===== src/rtl/brc_pkg.sv =====
`timescale 1ns/1ps
package brc_pkg;
    typedef enum logic [2:0] {
        ST_RUN    = 3'd0,
        ST_HALTED = 3'd1,
        ST_SLEEP  = 3'd2,
        ST_FLOAT  = 3'd3,
        ST_RESYNC = 3'd4
    } brc_state_t;

    typedef struct packed {
        logic bus_free;
        logic mem_valid;
        logic adr_en;
        logic dat_en;
        logic dir_en;
        logic dir_read;
        logic boot_vec;
        logic seq_stall;
    } brc_out_t;
endpackage


===== src/rtl/brc_sync.sv =====
`timescale 1ns/1ps
module brc_sync #(
    parameter int WIDTH  = 2,
    parameter int STAGES = 1
) (
    input  logic             clk,
    input  logic             rst_n,
    input  logic [WIDTH-1:0] d,
    output logic [WIDTH-1:0] q
);
    localparam int LAST = STAGES - 1;

    logic [WIDTH-1:0] pipe [STAGES];

    genvar g;
    generate
        for (g = 0; g < STAGES; g++) begin : g_stage
            if (g == 0) begin : g_first
                always_ff @(posedge clk or negedge rst_n) begin
                    if (!rst_n) pipe[g] <= '0;
                    else        pipe[g] <= d;
                end
            end else begin : g_next
                always_ff @(posedge clk or negedge rst_n) begin
                    if (!rst_n) pipe[g] <= '0;
                    else        pipe[g] <= pipe[g-1];
                end
            end
        end
    endgenerate

    assign q = pipe[LAST];
endmodule


===== src/rtl/brc_fsm.sv =====
`timescale 1ns/1ps
module brc_fsm
    import brc_pkg::*;
(
    input  logic       clk,
    input  logic       rst_n,
    input  logic       stop_q,
    input  logic       float_q,
    input  logic       seq_last,
    input  logic       seq_wait,
    output brc_state_t state
);
    brc_state_t state_nx;
    brc_state_t back_q;
    brc_state_t back_nx;

    always_ff @(posedge clk or negedge rst_n) begin
        if (!rst_n) begin
            state  <= ST_RUN;
            back_q <= ST_RUN;
        end else begin
            state  <= state_nx;
            back_q <= back_nx;
        end
    end

    always_comb begin
        state_nx = state;
        back_nx  = back_q;
        unique case (state)
            ST_RUN: begin
                if (float_q) begin
                    state_nx = ST_FLOAT;
                    back_nx  = ST_RUN;
                end else if (stop_q && seq_last) begin
                    state_nx = ST_HALTED;
                end else if (seq_wait) begin
                    state_nx = ST_SLEEP;
                end
            end
            ST_HALTED: begin
                if (float_q) begin
                    state_nx = ST_FLOAT;
                    back_nx  = ST_HALTED;
                end else if (!stop_q) begin
                    state_nx = ST_RUN;
                end
            end
            ST_SLEEP: begin
                if (float_q) begin
                    state_nx = ST_FLOAT;
                    back_nx  = ST_SLEEP;
                end else if (!seq_wait) begin
                    state_nx = ST_RUN;
                end
            end
            ST_FLOAT: begin
                if (!float_q) state_nx = ST_RESYNC;
            end
            ST_RESYNC: begin
                if (float_q) state_nx = ST_FLOAT;
                else         state_nx = back_q;
            end
            default: state_nx = ST_RUN;
        endcase
    end
endmodule


===== src/rtl/brc_outdec.sv =====
`timescale 1ns/1ps
module brc_outdec
    import brc_pkg::*;
(
    input  logic       rst_n,
    input  brc_state_t state,
    input  logic       seq_vma,
    input  logic       seq_wr,
    output brc_out_t   o
);
    always_comb begin
        o = '{bus_free: 1'b0, mem_valid: 1'b0, adr_en: 1'b0, dat_en: 1'b0,
              dir_en: 1'b0, dir_read: 1'b1, boot_vec: 1'b0, seq_stall: 1'b1};
        if (!rst_n) begin
            o.adr_en   = 1'b1;
            o.dir_en   = 1'b1;
            o.boot_vec = 1'b1;
        end else begin
            unique case (state)
                ST_RUN: begin
                    o.mem_valid = seq_vma;
                    o.adr_en    = 1'b1;
                    o.dir_en    = 1'b1;
                    o.dat_en    = seq_wr;
                    o.dir_read  = ~seq_wr;
                    o.seq_stall = 1'b0;
                end
                ST_HALTED, ST_SLEEP: begin
                    o.bus_free = 1'b1;
                end
                ST_FLOAT: begin
                    o.bus_free = 1'b0;
                end
                ST_RESYNC: begin
                    o.adr_en = 1'b1;
                    o.dir_en = 1'b1;
                end
                default: o.seq_stall = 1'b1;
            endcase
        end
    end
endmodule


===== src/rtl/bus_release_ctl.sv =====
`timescale 1ns/1ps
module bus_release_ctl
    import brc_pkg::*;
#(
    parameter int SYNC_STAGES = 1
) (
    input  logic clk,
    input  logic rst_n,
    input  logic hold_n,
    input  logic float_req,
    input  logic seq_last,
    input  logic seq_wait,
    input  logic seq_vma,
    input  logic seq_wr,
    output logic bus_free,
    output logic mem_valid,
    output logic adr_en,
    output logic dat_en,
    output logic dir_en,
    output logic dir_read,
    output logic boot_vec,
    output logic seq_stall
);
    localparam int NREQ = 2;

    logic [NREQ-1:0] req_raw;
    logic [NREQ-1:0] req_q;
    brc_state_t      state;
    brc_out_t        outs;

    assign req_raw = {float_req, ~hold_n};

    brc_sync #(.WIDTH(NREQ), .STAGES(SYNC_STAGES)) u_sync (
        .clk   (clk),
        .rst_n (rst_n),
        .d     (req_raw),
        .q     (req_q)
    );

    brc_fsm u_fsm (
        .clk      (clk),
        .rst_n    (rst_n),
        .stop_q   (req_q[0]),
        .float_q  (req_q[1]),
        .seq_last (seq_last),
        .seq_wait (seq_wait),
        .state    (state)
    );

    brc_outdec u_dec (
        .rst_n   (rst_n),
        .state   (state),
        .seq_vma (seq_vma),
        .seq_wr  (seq_wr),
        .o       (outs)
    );

    assign bus_free  = outs.bus_free;
    assign mem_valid = outs.mem_valid;
    assign adr_en    = outs.adr_en;
    assign dat_en    = outs.dat_en;
    assign dir_en    = outs.dir_en;
    assign dir_read  = outs.dir_read;
    assign boot_vec  = outs.boot_vec;
    assign seq_stall = outs.seq_stall;
endmodule


===== config.mk =====
export PLATFORM = sky130hd
export DESIGN_NAME = bus_release_ctl
export DESIGN_NICKNAME = d
export VERILOG_FILES = /design/src/rtl/brc_pkg.sv /design/src/rtl/brc_sync.sv /design/src/rtl/brc_fsm.sv /design/src/rtl/brc_outdec.sv /design/src/rtl/bus_release_ctl.sv
export SDC_FILE = /design/constraint.sdc
export NUM_CORES = 1
export LEC_CHECK = 0
export BUFFER_PORTS_ARGS = -buffer_cell sky130_fd_sc_hd__buf_2
export CAP_MARGIN = 10
export CORE_AREA = 2 2 39 41
export CTS_BUF_LIST = sky130_fd_sc_hd__clkbuf_8
export CTS_CLUSTER_SIZE = 30
export DETAILED_ROUTE_END_ITERATION = 10
export DIE_AREA = 0 0 41 43
export PLACE_DENSITY = 0.55
export SYNTH_ARGS = -nofsm -noshare
export SYNTH_HDL_FRONTEND = slang
export SYNTH_SLANG_ARGS = --single-unit

===== constraint.sdc =====
create_clock -name clk -period 1.1 [get_ports clk]
set_input_delay 0.11 -clock clk [delete_from_list [all_inputs] [get_ports clk]]
set_output_delay 0.11 -clock clk [all_outputs]
set_load 0.02 [all_outputs]

# After elaboration in Yosys (flattened, before gate mapping)
# Cells that the tools add are included.
# totals
elab_cells,49
ff_bits,8
# op_classes
eq_ne,11
mux,26
n_reduce_logical,7
bitwise_logic,2
# op_table
op,n
$mux 3,12
$pmux 3 s5,1
$mux 1,11
$pmux 3 s3,1
$ne 2x2->1 const B,4
$reduce_and 4->1,2
$eq 3x2->1 const B,2
$ne 3x3->1 const B,2
$ne 4x4->1 const B,1
$reduce_or 2->1,2
$eq 3x1->1 const B,1
$eq 3x3->1 const B,1
$logic_not 3->1,1
$reduce_bool 3->1,1
$mux 2,1
$not 1->1,2
$logic_and 1x1->1,1

# Longest topological paths before layout
# Gate-level depths: netlist (run 1).
# depth
word_depth,4
ltp_mapped,3
ltp_nobuf,2

# By module
# Synthesis (run 1) repeated with hierarchy kept, for this count alone.
# unflattened
hier_cells,45
hier_area_um2,410.4
# modules_own_cells
mod,cells_each,area_per_inst_um2,n_inst,seq_area_each_um2
brc_fsm,32,282.8,1,125.1
brc_outdec,10,73.8,1,0.0
brc_sync,2,50.0,1,50.0
bus_release_ctl,1,3.8,1,0.0

# Worst setup path before layout (run 1)
# No wires, ideal clock.
# synth_path
path_type,reg2out
start,register u_fsm.state[1]
end,output port dir_en
arrival_time_ns,1.306
t_required_ns,0.990
path_slack_ns,-0.316
path_stages_with_launch,4
cell_sequence,dfrtp_1 > buf_4 > o21ai_0 > buf_4
# synth_via
elab_chain_cells,4
elab_cells_between_ends,5
# synth_lines
element,line_no,text
from (decl),brc_fsm.sv:11,output brc_state_t state
from (signal assigned),brc_fsm.sv:22,state <= state_nx;
$eq 3x3->1 / $logic_not 3->1 (equally long branches),-,
$reduce_or 2->1 (no line) *,-,
$mux 1 * (2 in series),-,
to (decl),bus_release_ctl.sv:19,"output logic dir_en,"
# Mark *: on every way between the ends. The rest lies on a longest branch, timed or not.

# Worst setup path after layout (run 1)
# layout_path
start,register u_fsm.state[2]
end,output port dat_en
# layout_via
elab_chain_cells,3
# layout_lines
element,line_no,text
$logic_not 3->1,brc_outdec.sv:19,unique case (state)
$mux 1,brc_outdec.sv:19,
$mux 1,brc_outdec.sv:14,if (!rst_n) begin
to (decl),bus_release_ctl.sv:18,"output logic dat_en,"
# Every way passes these cells.

==> results of run 1 <==
==> power breakdown <==
| part | internal, uW | switching, uW | leakage (uW) |
|---|---|---|---|
| Sequential | 311 | 48.5 | 0.0000824 |
| Combinational | 232 | 178 | 0.000214 |
| Clock | 241 | 113 | 0.0000269 |
==> worst min-delay path by stage <==
stage	start	end	depth (start not counted)	slack, ns
after CTS	hold_n	u_sync.q[0]	2	0.02
after global routing	hold_n	u_sync.q[0]	2	0.02
after global placement	rst_n	u_fsm.state[1]	1	-0.08
after floorplan	rst_n	u_fsm.back_q[0]	0	-0.19
final	hold_n	u_sync.q[0]	2	0.02
after detailed placement	rst_n	u_fsm.state[1]	1	-0.07
==> cell usage after synthesis <==
cell type | n | area share (%)
dfrtp_1 | 7 | 45
inv_1 | 3 | 2.9
a21o_1 | 2 | 3.9
and2_1 | 2 | 3.2
buf_4 | 2 | 3.9
nand2_1 | 2 | 1.9
nor2_1 | 2 | 1.9
nor3_1 | 2 | 2.6
nor3b_1 | 2 | 3.9
o21ai_0 | 2 | 2.6
o22a_1 | 2 | 4.5
a32o_1 | 1 | 2.6
buf_2 | 1 | 1.3
buf_6 | 1 | 2.9
nand2b_1 | 1 | 1.6
nand3b_1 | 1 | 1.9
nor4b_4 | 1 | 6.1
o2bb2ai_1 | 1 | 2.3
or3b_1 | 1 | 2.3
xnor2_1 | 1 | 2.3
==> per-stage QoR <==
stage	instance area, sq um	hold slack, ns
after floorplan	407	-0.186
after global placement	502	-0.0769
after detailed placement	502	-0.0730
after CTS	644	0.0169
after global routing	678	0.0227
final	678	0.0232
==> cell families after synthesis <==
| kind of cell | after synthesis |
|---|---|
| AND/OR/NAND/NOR | 14 |
| AO/OA/AOI/OAI | 8 |
| flip-flops | 7 |
| buffers and inverters | 7 |
| XOR/XNOR | 1 |
==> per-layer routing <==
layer | vias up | GRT usage [%]
met5 | - | 0
met4 | 0 | 6.00
met3 | 2 | 3.14
met2 | 16 | 18.8
met1 | 154 | 9.90
li1 | 174 | -
==> worst reg2reg max path, stage by stage (launching register included) <==
cell       delay [ns]
dfrtp_1          0.40
buf_4            0.15
buf_6            0.13
or3b_1           0.35
o2bb2ai_1        0.12
==> final cells by class <==
type                            instances  area (sq um)
Timing Repair Buffer                   25           214
Clock inverter                          1          3.75
Sequential cell                         7           176
Inverter                                3          11.3
Tap cell                               16          20.0
Multi-Input combinational cell         23           211
Fill cell                             138           706
Clock buffer                            3          41.3
==> registers in the layout (all words and copies together), names as in the netlist <==
signal        cells
u_fsm.state       3
u_fsm.back_q      2
u_sync.q          2
==> repair_timing <==
item | CTS | global route
endpoints found under the setup margin | 8 | 11
setup buffers | 3 | 1
hold buffers | 2 | 0
pin swaps | 8 | 7
gates resized for setup | 17 | 9
hold endpoints to repair | 8 | 0
==> impl_metrics.py, run 1 <==
metrics = {
    "status": {
        "status": "complete, but fails checks",
        "violations": "negative setup slack",
    },
    "timing": {
        "slew_headroom_pct": 80.9,
        "setup_slack_ns": -0.297,
        "rsz0062_at_grt": "true",
        "finalSetupViolations": 11,
        "slew_viol_final": 0,
        "fmax_mhz": 716,
        "hold_viol_final": 0,
        "fin_skew_ns": 0.00410,
        "final.setup.tns_ns": -1.71,
        "period_needed_ns": 1.40,
        "tightestPinTransition_ns": 0.286,
        "finalCritPeriodShare_pct": 127,
    },
    "run": {
        "maxCapViolations": 0,
    },
    "detailed_routing": {
        "vias": 346,
        "finalWirelength_microns": 824,
        "topRoutingLayerUsed": "met4",
        "met3_length_microns": 51,
        "wl_per_cell_microns": 10.6,
        "route.met2.wl_microns": 419,
        "ant_nets": 0,
        "drt_iter0_drc": 2,
        "drc": 0,
        "drt-pass1-iter-count": 2,
        "wl_met1_microns": 337,
        "viasPerCell": 4.44,
    },
    "yosys": {
        "synth_fa_ha_area_share_pct": 0,
        "synth_top_family_by_area": "simple AND/OR/NAND/NOR gates",
        "synth.distinct_cells": 20,
        "syn_area_per_cell_sq_um": 10.4,
        "synth-xor-area-share_pct": 2.27,
        "synthSimpleGateAreaFrac_pct": 25.6,
        "synth_seq_cells": 7,
        "ys_warn_count": 0,
        "syn_inst": 37,
        "synthMuxAreaShare_pct": 0,
        "synth_nets": 45,
        "seq_area_frac_synth_pct": 45.3,
        "synth.cell_area_sq_um": 387,
        "synth_compound_area_share_pct": 15.9,
    },
    "floorplanning": {
        "rows": 14,
        "ios": 16,
        "core_area_sq_um": 1380,
        "fp.dieArea_sq_um": 1760,
        "die_w_microns": 41,
        "start_util_pct": 27.9,
        "chipHeight_microns": 43,
    },
    "power": {
        "leakage_uw": 0.000323,
        "ir_drop_mv": 0.827,
        "power_uw": 1130,
        "p_per_area_nw_per_um2": 1660,
    },
    "cells_and_area": {
        "final_nets": 71,
        "n_antenna_cell": 0,
        "most-common-layout-cells": "buf_6, buf_2, dfrtp_1",
        "final_common_cell": "buf_6",
        "fin_util_pct": 49.0,
        "drive_above_1_share_pct": 58.1,
        "final_cells": 78,
        "area_delta_synth_final_pct": 75.4,
    },
    "critical_path": {
        "reg2reg_depth": 4,
        "slowest_delay_ns": 0.40,
        "worstReg2RegStart": "u_fsm.state[2]",
        "crit_buf_inv": 1,
        "crit_path_end": "dat_en",
        "crit_cells": 3,
        "cp_top_family": "simple AND/OR/NAND/NOR gates",
        "cp_cell_sequence": "nor4b_4 -> and2_4 -> buf_6",
        "critical_path.max_fanout": 4,
        "r2r-end": "u_fsm.state[0]",
        "setup.worst_path.start": "u_fsm.state[2]",
        "arrival_ns": 1.29,
        "regToRegSetupSlack_ns": -0.12,
        "cp_slowest_cell": "dfrtp_1",
        "cp.required_ns": 0.99,
        "worstSetupEndpointType": "output pin",
        "cp-start-kind": "register",
        "crit_type": "reg -> out",
    },
    "clocking": {
        "cts_buffer_depth": 2,
        "clk_latency_ns": 0.23,
        "root_buffer": "clkbuf_8",
        "cts_tree": "yes",
        "path_clk_slew_ns": 0.04,
        "numCtsBuffers": 3,
        "clkSinkCount": 7,
        "htreeDepth": 1,
    },
    "place": {
        "dpl.hpwl_microns": 564,
        "place_ws_ns": -0.0908,
        "gp_congestion": 0.747,
        "portBuffers": 15,
        "place_inst": 69,
    },
    "global_route": {
        "grt_max_degree": 11,
        "grt_pass1_wl_mm": 1.21,
        "grt_pass1_vias": 325,
        "grt_overflow_total": 0,
        "antenna_found_initial": 0,
        "gr-usage-all-layers_pct": 10.6,
    },
    "min_path": {
        "worstHoldPathType": "in -> reg",
    },
}
Power figures use the tool's default switching activity.
==> run 2, diff against run 1 <==
Settings changed: SKIP_CTS_REPAIR_TIMING set to 1.
==> impl_metrics.py, run 2 (synthesis results as in run 1) <==
metrics = {
    "critical_path": {
        "setup.worst_path.start": "u_fsm.state[1]",
        "arrival_ns": 1.29,
        "r2r-end": "u_fsm.state[0]",
        "crit_type": "reg -> out",
        "regToRegSetupSlack_ns": -0.10,
        "cp.required_ns": 0.99,
        "critical_path.max_fanout": 4,
        "worstReg2RegStart": "u_fsm.state[1]",
        "reg2reg_depth": 4,
        "worstSetupEndpointType": "output pin",
        "cp-start-kind": "register",
    },
    "run": {
        "maxCapViolations": 0,
    },
    "timing": {
        "slew_headroom_pct": 81.0,
        "hold_viol_final": 0,
        "rsz0062_at_grt": "true",
        "slew_viol_final": 0,
        "period_needed_ns": 1.40,
        "fmax_mhz": 717,
        "tightestPinTransition_ns": 0.284,
        "fin_skew_ns": 0.00353,
        "setup_slack_ns": -0.296,
        "finalCritPeriodShare_pct": 127,
        "finalSetupViolations": 10,
    },
    "floorplanning": {
        "ios": 16,
        "core_area_sq_um": 1380,
        "die_w_microns": 41,
        "rows": 14,
        "chipHeight_microns": 43,
        "start_util_pct": 27.9,
        "fp.dieArea_sq_um": 1760,
    },
    "detailed_routing": {
        "wl_per_cell_microns": 10.6,
        "drc": 0,
        "finalWirelength_microns": 814,
        "viasPerCell": 4.55,
        "ant_nets": 0,
        "drt-pass1-iter-count": 2,
        "vias": 350,
        "drt_iter0_drc": 2,
    },
    "clocking": {
        "numCtsBuffers": 3,
        "clk_latency_ns": 0.23,
        "htreeDepth": 1,
        "root_buffer": "clkbuf_8",
        "clkSinkCount": 7,
        "path_clk_slew_ns": 0.04,
        "cts_tree": "yes",
        "cts_buffer_depth": 2,
    },
    "global_route": {
        "gr-usage-all-layers_pct": 10.2,
        "grt_pass1_vias": 290,
        "grt_max_degree": 11,
        "grt_pass1_wl_mm": 1.15,
        "antenna_found_initial": 0,
        "grt_overflow_total": 0,
    },
    "power": {
        "power_uw": 1100,
        "p_int_uw": 768,
        "power_switching_uw": 333,
        "combPwrFrac_pct": 35.7,
        "p_per_area_nw_per_um2": 1700,
        "sw_frac_of_total_pct": 30.2,
        "clkPwrFrac_pct": 32.1,
        "seq_power_share_pct": 32.2,
        "leakage_uw": 0.000309,
        "ir_drop_mv": 0.806,
    },
    "min_path": {
        "hold_path_end": "u_sync.q[0]",
        "whs_path_depth": 2,
        "worstHoldPathType": "in -> reg",
        "hp-start": "hold_n",
    },
    "place": {
        "portBuffers": 15,
        "gp_congestion": 0.747,
        "place_area_sq_um": 502,
        "place_inst": 69,
        "dpl.hpwl_microns": 564,
    },
    "cells_and_area": {
        "drive_above_1_share_pct": 54.1,
        "top_register": "u_fsm.state",
        "final_area_sq_um": 648,
        "largest_register_ffs": 3,
        "most-common-layout-cells": "buf_2, buf_6, dfrtp_1",
        "n_antenna_cell": 0,
        "area_delta_synth_final_pct": 67.6,
        "final_cells": 77,
        "final_nets": 70,
    },
    "status": {
        "status": "complete, but fails checks",
        "violations": "negative setup slack",
    },
}
-- run 2: cell type report --
class	count	area, sq um
Inverter	3	11.3
Sequential cell	7	176
Clock buffer	3	41.3
Multi-Input combinational cell	23	199
Timing Repair Buffer	24	196
Fill cell	147	736
Clock inverter	1	3.75
Tap cell	16	20.0
-- run 2: critical path, cell delays in order (launching register included) --
cell and delay [ns]:
dfrtp_2 0.43, nor4b_4 0.33, and2_4 0.20, buf_6 0.11
-- run 2: power groups by stage --
stage	Sequential [uW]	Combinational, uW	Clock [uW]
2_1_floorplan	336	240	0
3_3_place_gp	356	291	0
3_5_place_dp	361	291	0
4_1_cts	357	291	365
5_1_grt	364	426	381
6_report	354	393	353
-- run 2: worst max-delay path by stage --
stage,end,slack [ns],cells after the start
finish,dat_en,-0.30,3
global route,dat_en,-0.37,3
CTS,dat_en,-0.33,3
detailed placement,dat_en,-0.09,3
global placement,dat_en,-0.06,3
floorplan,dat_en,-0.01,3
-- run 2: through the flow --
| step | setup TNS [ns] | setup slack, ns | hold slack, ns | utilization (%) |
|---|---|---|---|---|
| 3_5_place_dp | -0.226 | -0.0908 | -0.0730 | 36.3 |
| 5_1_grt | -2.43 | -0.368 | 0.0227 | 46.8 |
| 6_report | -1.82 | -0.296 | 0.0230 | 46.8 |
| 3_3_place_gp | -0.154 | -0.0634 | -0.0769 | 36.3 |
| 2_1_floorplan | -0.0250 | -0.0125 | -0.186 | - |
| 4_1_cts | -1.78 | -0.335 | -0.312 | 39.5 |
-- run 2: routing by layer --
metal  wire length, microns  global-route usage (%)  vias to the layer above
met1                    316                    10.9                      158
met5                      0                       0                        -
met3                     54                    3.14                        2
met4                     14                    6.00                        0
met2                    429                    16.6                       16
li1                       -                       -                      174
==> run 3, diff against run 2 <==
Settings changed: CORE_AREA 2 2 39 41 to unset, CORE_MARGIN set to 2, CORE_UTILIZATION set to 30, DIE_AREA 0 0 41 43 to unset, PLACE_DENSITY 0.55 to 0.54, SYNTH_HIERARCHICAL set to 1.
Clock period 1.1 ns to 1.4 ns, I/O delays scaled along.
==> impl_metrics.py, run 3 <==
metrics = {
    "critical_path": {
        "cp-start-kind": "register",
        "worstSetupEndpointType": "output pin",
        "reg2reg_depth": 3,
        "cp.required_ns": 1.26,
        "arrival_ns": 1.40,
        "crit_type": "reg -> out",
        "critical_path.max_fanout": 7,
    },
    "global_route": {
        "grt_pass1_wl_mm": 1.46,
        "gr-usage-all-layers_pct": 13.7,
        "grt_overflow_total": 0,
        "grt_pass1_vias": 362,
        "antenna_found_initial": 0,
        "grt_max_degree": 9,
    },
    "timing": {
        "period_needed_ns": 1.54,
        "rsz0062_at_grt": "true",
        "slew_headroom_pct": 81.6,
        "finalSetupViolations": 5,
        "setup_slack_ns": -0.136,
        "fin_skew_ns": 0.00170,
        "finalCritPeriodShare_pct": 110,
        "tightestPinTransition_ns": 0.275,
        "hold_viol_final": 0,
        "slew_viol_final": 0,
        "holdWs_ns": 0.0247,
        "fmax_mhz": 651,
    },
    "status": {
        "violations": "negative setup slack",
        "status": "complete, but fails checks",
    },
    "detailed_routing": {
        "drt_iter0_drc": 6,
        "drt-pass1-iter-count": 4,
        "drc": 0,
        "wl_per_cell_microns": 10.2,
        "viasPerCell": 4.71,
        "vias": 405,
        "finalWirelength_microns": 881,
        "ant_nets": 0,
    },
    "power": {
        "p_per_area_nw_per_um2": 1830,
        "power_uw": 1210,
        "ir_drop_mv": 0.766,
        "leakage_uw": 0.000311,
    },
    "yosys": {
        "synth_common_cells": "dfrtp_1, nor2_1, a21oi_1",
        "synth_edf_count": 0,
        "syn_area_per_cell_sq_um": 9.12,
        "synth.distinct_cells": 23,
        "synth_ff_type": "dfrtp_1",
        "syn_inst": 45,
        "synth_top_area_cell": "dfrtp_1",
        "seq_area_frac_synth_pct": 42.7,
        "synth_seq_cells": 7,
        "synth.cell_area_sq_um": 410,
        "synthArstFlopShare_pct": 100,
        "synth_area_leaders": "dfrtp_1, nor2_1, a21oi_1",
        "ys_warn_count": 6,
        "synth_nets": 53,
        "synth_top_area_share_pct": 42.7,
    },
    "min_path": {
        "whs_path_depth": 1,
        "worstHoldPathType": "in -> reg",
    },
    "cells_and_area": {
        "final_area_sq_um": 661,
        "n_antenna_cell": 0,
        "area_delta_synth_final_pct": 61.0,
        "largest_register_ffs": 3,
        "final_nets": 80,
        "fin_util_pct": 51.4,
        "top_register": "u_fsm/state",
        "most-common-layout-cells": "buf_2, buf_4, nor2_1",
        "drive_above_1_share_pct": 50.7,
        "final_common_cell": "buf_2",
    },
    "floorplanning": {
        "die_w_microns": 41.0,
        "fp.dieArea_sq_um": 1680,
        "core_area_sq_um": 1280,
        "ios": 16,
        "rows": 13,
        "chipHeight_microns": 41.0,
        "start_util_pct": 31.9,
    },
    "place": {
        "gp_congestion": 0.749,
        "place_area_sq_um": 547,
        "portBuffers": 15,
        "place_ws_ns": 0.00359,
        "dpl.hpwl_microns": 666,
    },
    "clocking": {
        "root_buffer": "clkbuf_8",
        "clkSinkCount": 7,
        "clk_latency_ns": 0.22,
        "htreeDepth": 1,
        "numCtsBuffers": 3,
        "cts_buffer_depth": 2,
        "path_clk_slew_ns": 0.04,
        "cts_tree": "yes",
    },
    "run": {
        "maxCapViolations": 0,
    },
}
-- run 3: cell count changes after synthesis, moves of 2 or more --
cell / delta
nor2_1: +5
a21oi_1: +5
o22a_1: -2
a21o_1: -2
-- run 3: cells by family (layout without fill, tap and decap cells) --
logic type / count (synthesis) / after routing / share of synthesized area (%)
AND/OR/NAND/NOR: 18 / 18 / 27.4
AO/OA/AOI/OAI: 13 / 13 / 19.2
flip-flops: 7 / 7 / 42.7
buffers and inverters: 5 / 31 / 5.79
XOR/XNOR: 1 / 1 / 2.13
multiplexers: 1 / 1 / 2.74
-- run 3: metal layers --
layer	GRT usage [%]	vias to the layer above	wire length, microns
li1	-	208	-
met1	14.0	179	393
met2	23.8	18	428
met3	4.89	0	60
met4	7.50	0	0
met5	0	-	0
-- run 3: worst paths after layout --
kind,start,endpoint,slack (ns)
max,u_fsm/state[0],dat_en,-0.14
min,float_req,u_sync/q[1],0.02
max reg2reg,u_fsm/state[2],u_fsm/state[1],0.01
min reg2reg,u_fsm/back_q[1],u_fsm/back_q[1],0.52
max in group asynchronous,rst_n,u_fsm/state[1],0.79
min in group asynchronous,rst_n,u_fsm/back_q[0],0.30
-- run 3: where the power goes --
part	internal, uW	switching (uW)
logic	317	277
clock network	189	78.9
registers	275	73.5
total	781	430
-- run 3: through the flow --
stage	instances	setup TNS, ns
6_report	86	-0.434
5_1_grt	86	-1.13
4_1_cts	84	-0.591
2_1_floorplan	45	-0.00604
3_3_place_gp	80	0
3_5_place_dp	80	0
-- run 3: final cells by class --
class / instances / area [sq um]
clock buffer: 3 / 41.3
clock inverter: 1 / 3.75
fill: 125 / 624
inverter: 3 / 11.3
multi-input combinational: 33 / 234
sequential: 7 / 179
tap: 15 / 18.8
timing repair buffer: 24 / 173
-- run 3: critical path: stages, from the launching register on --
cell and delay (ns):
dfrtp_2 0.40, buf_6 0.13, nor4b_4 0.33, and2_4 0.20
buf_6 0.10
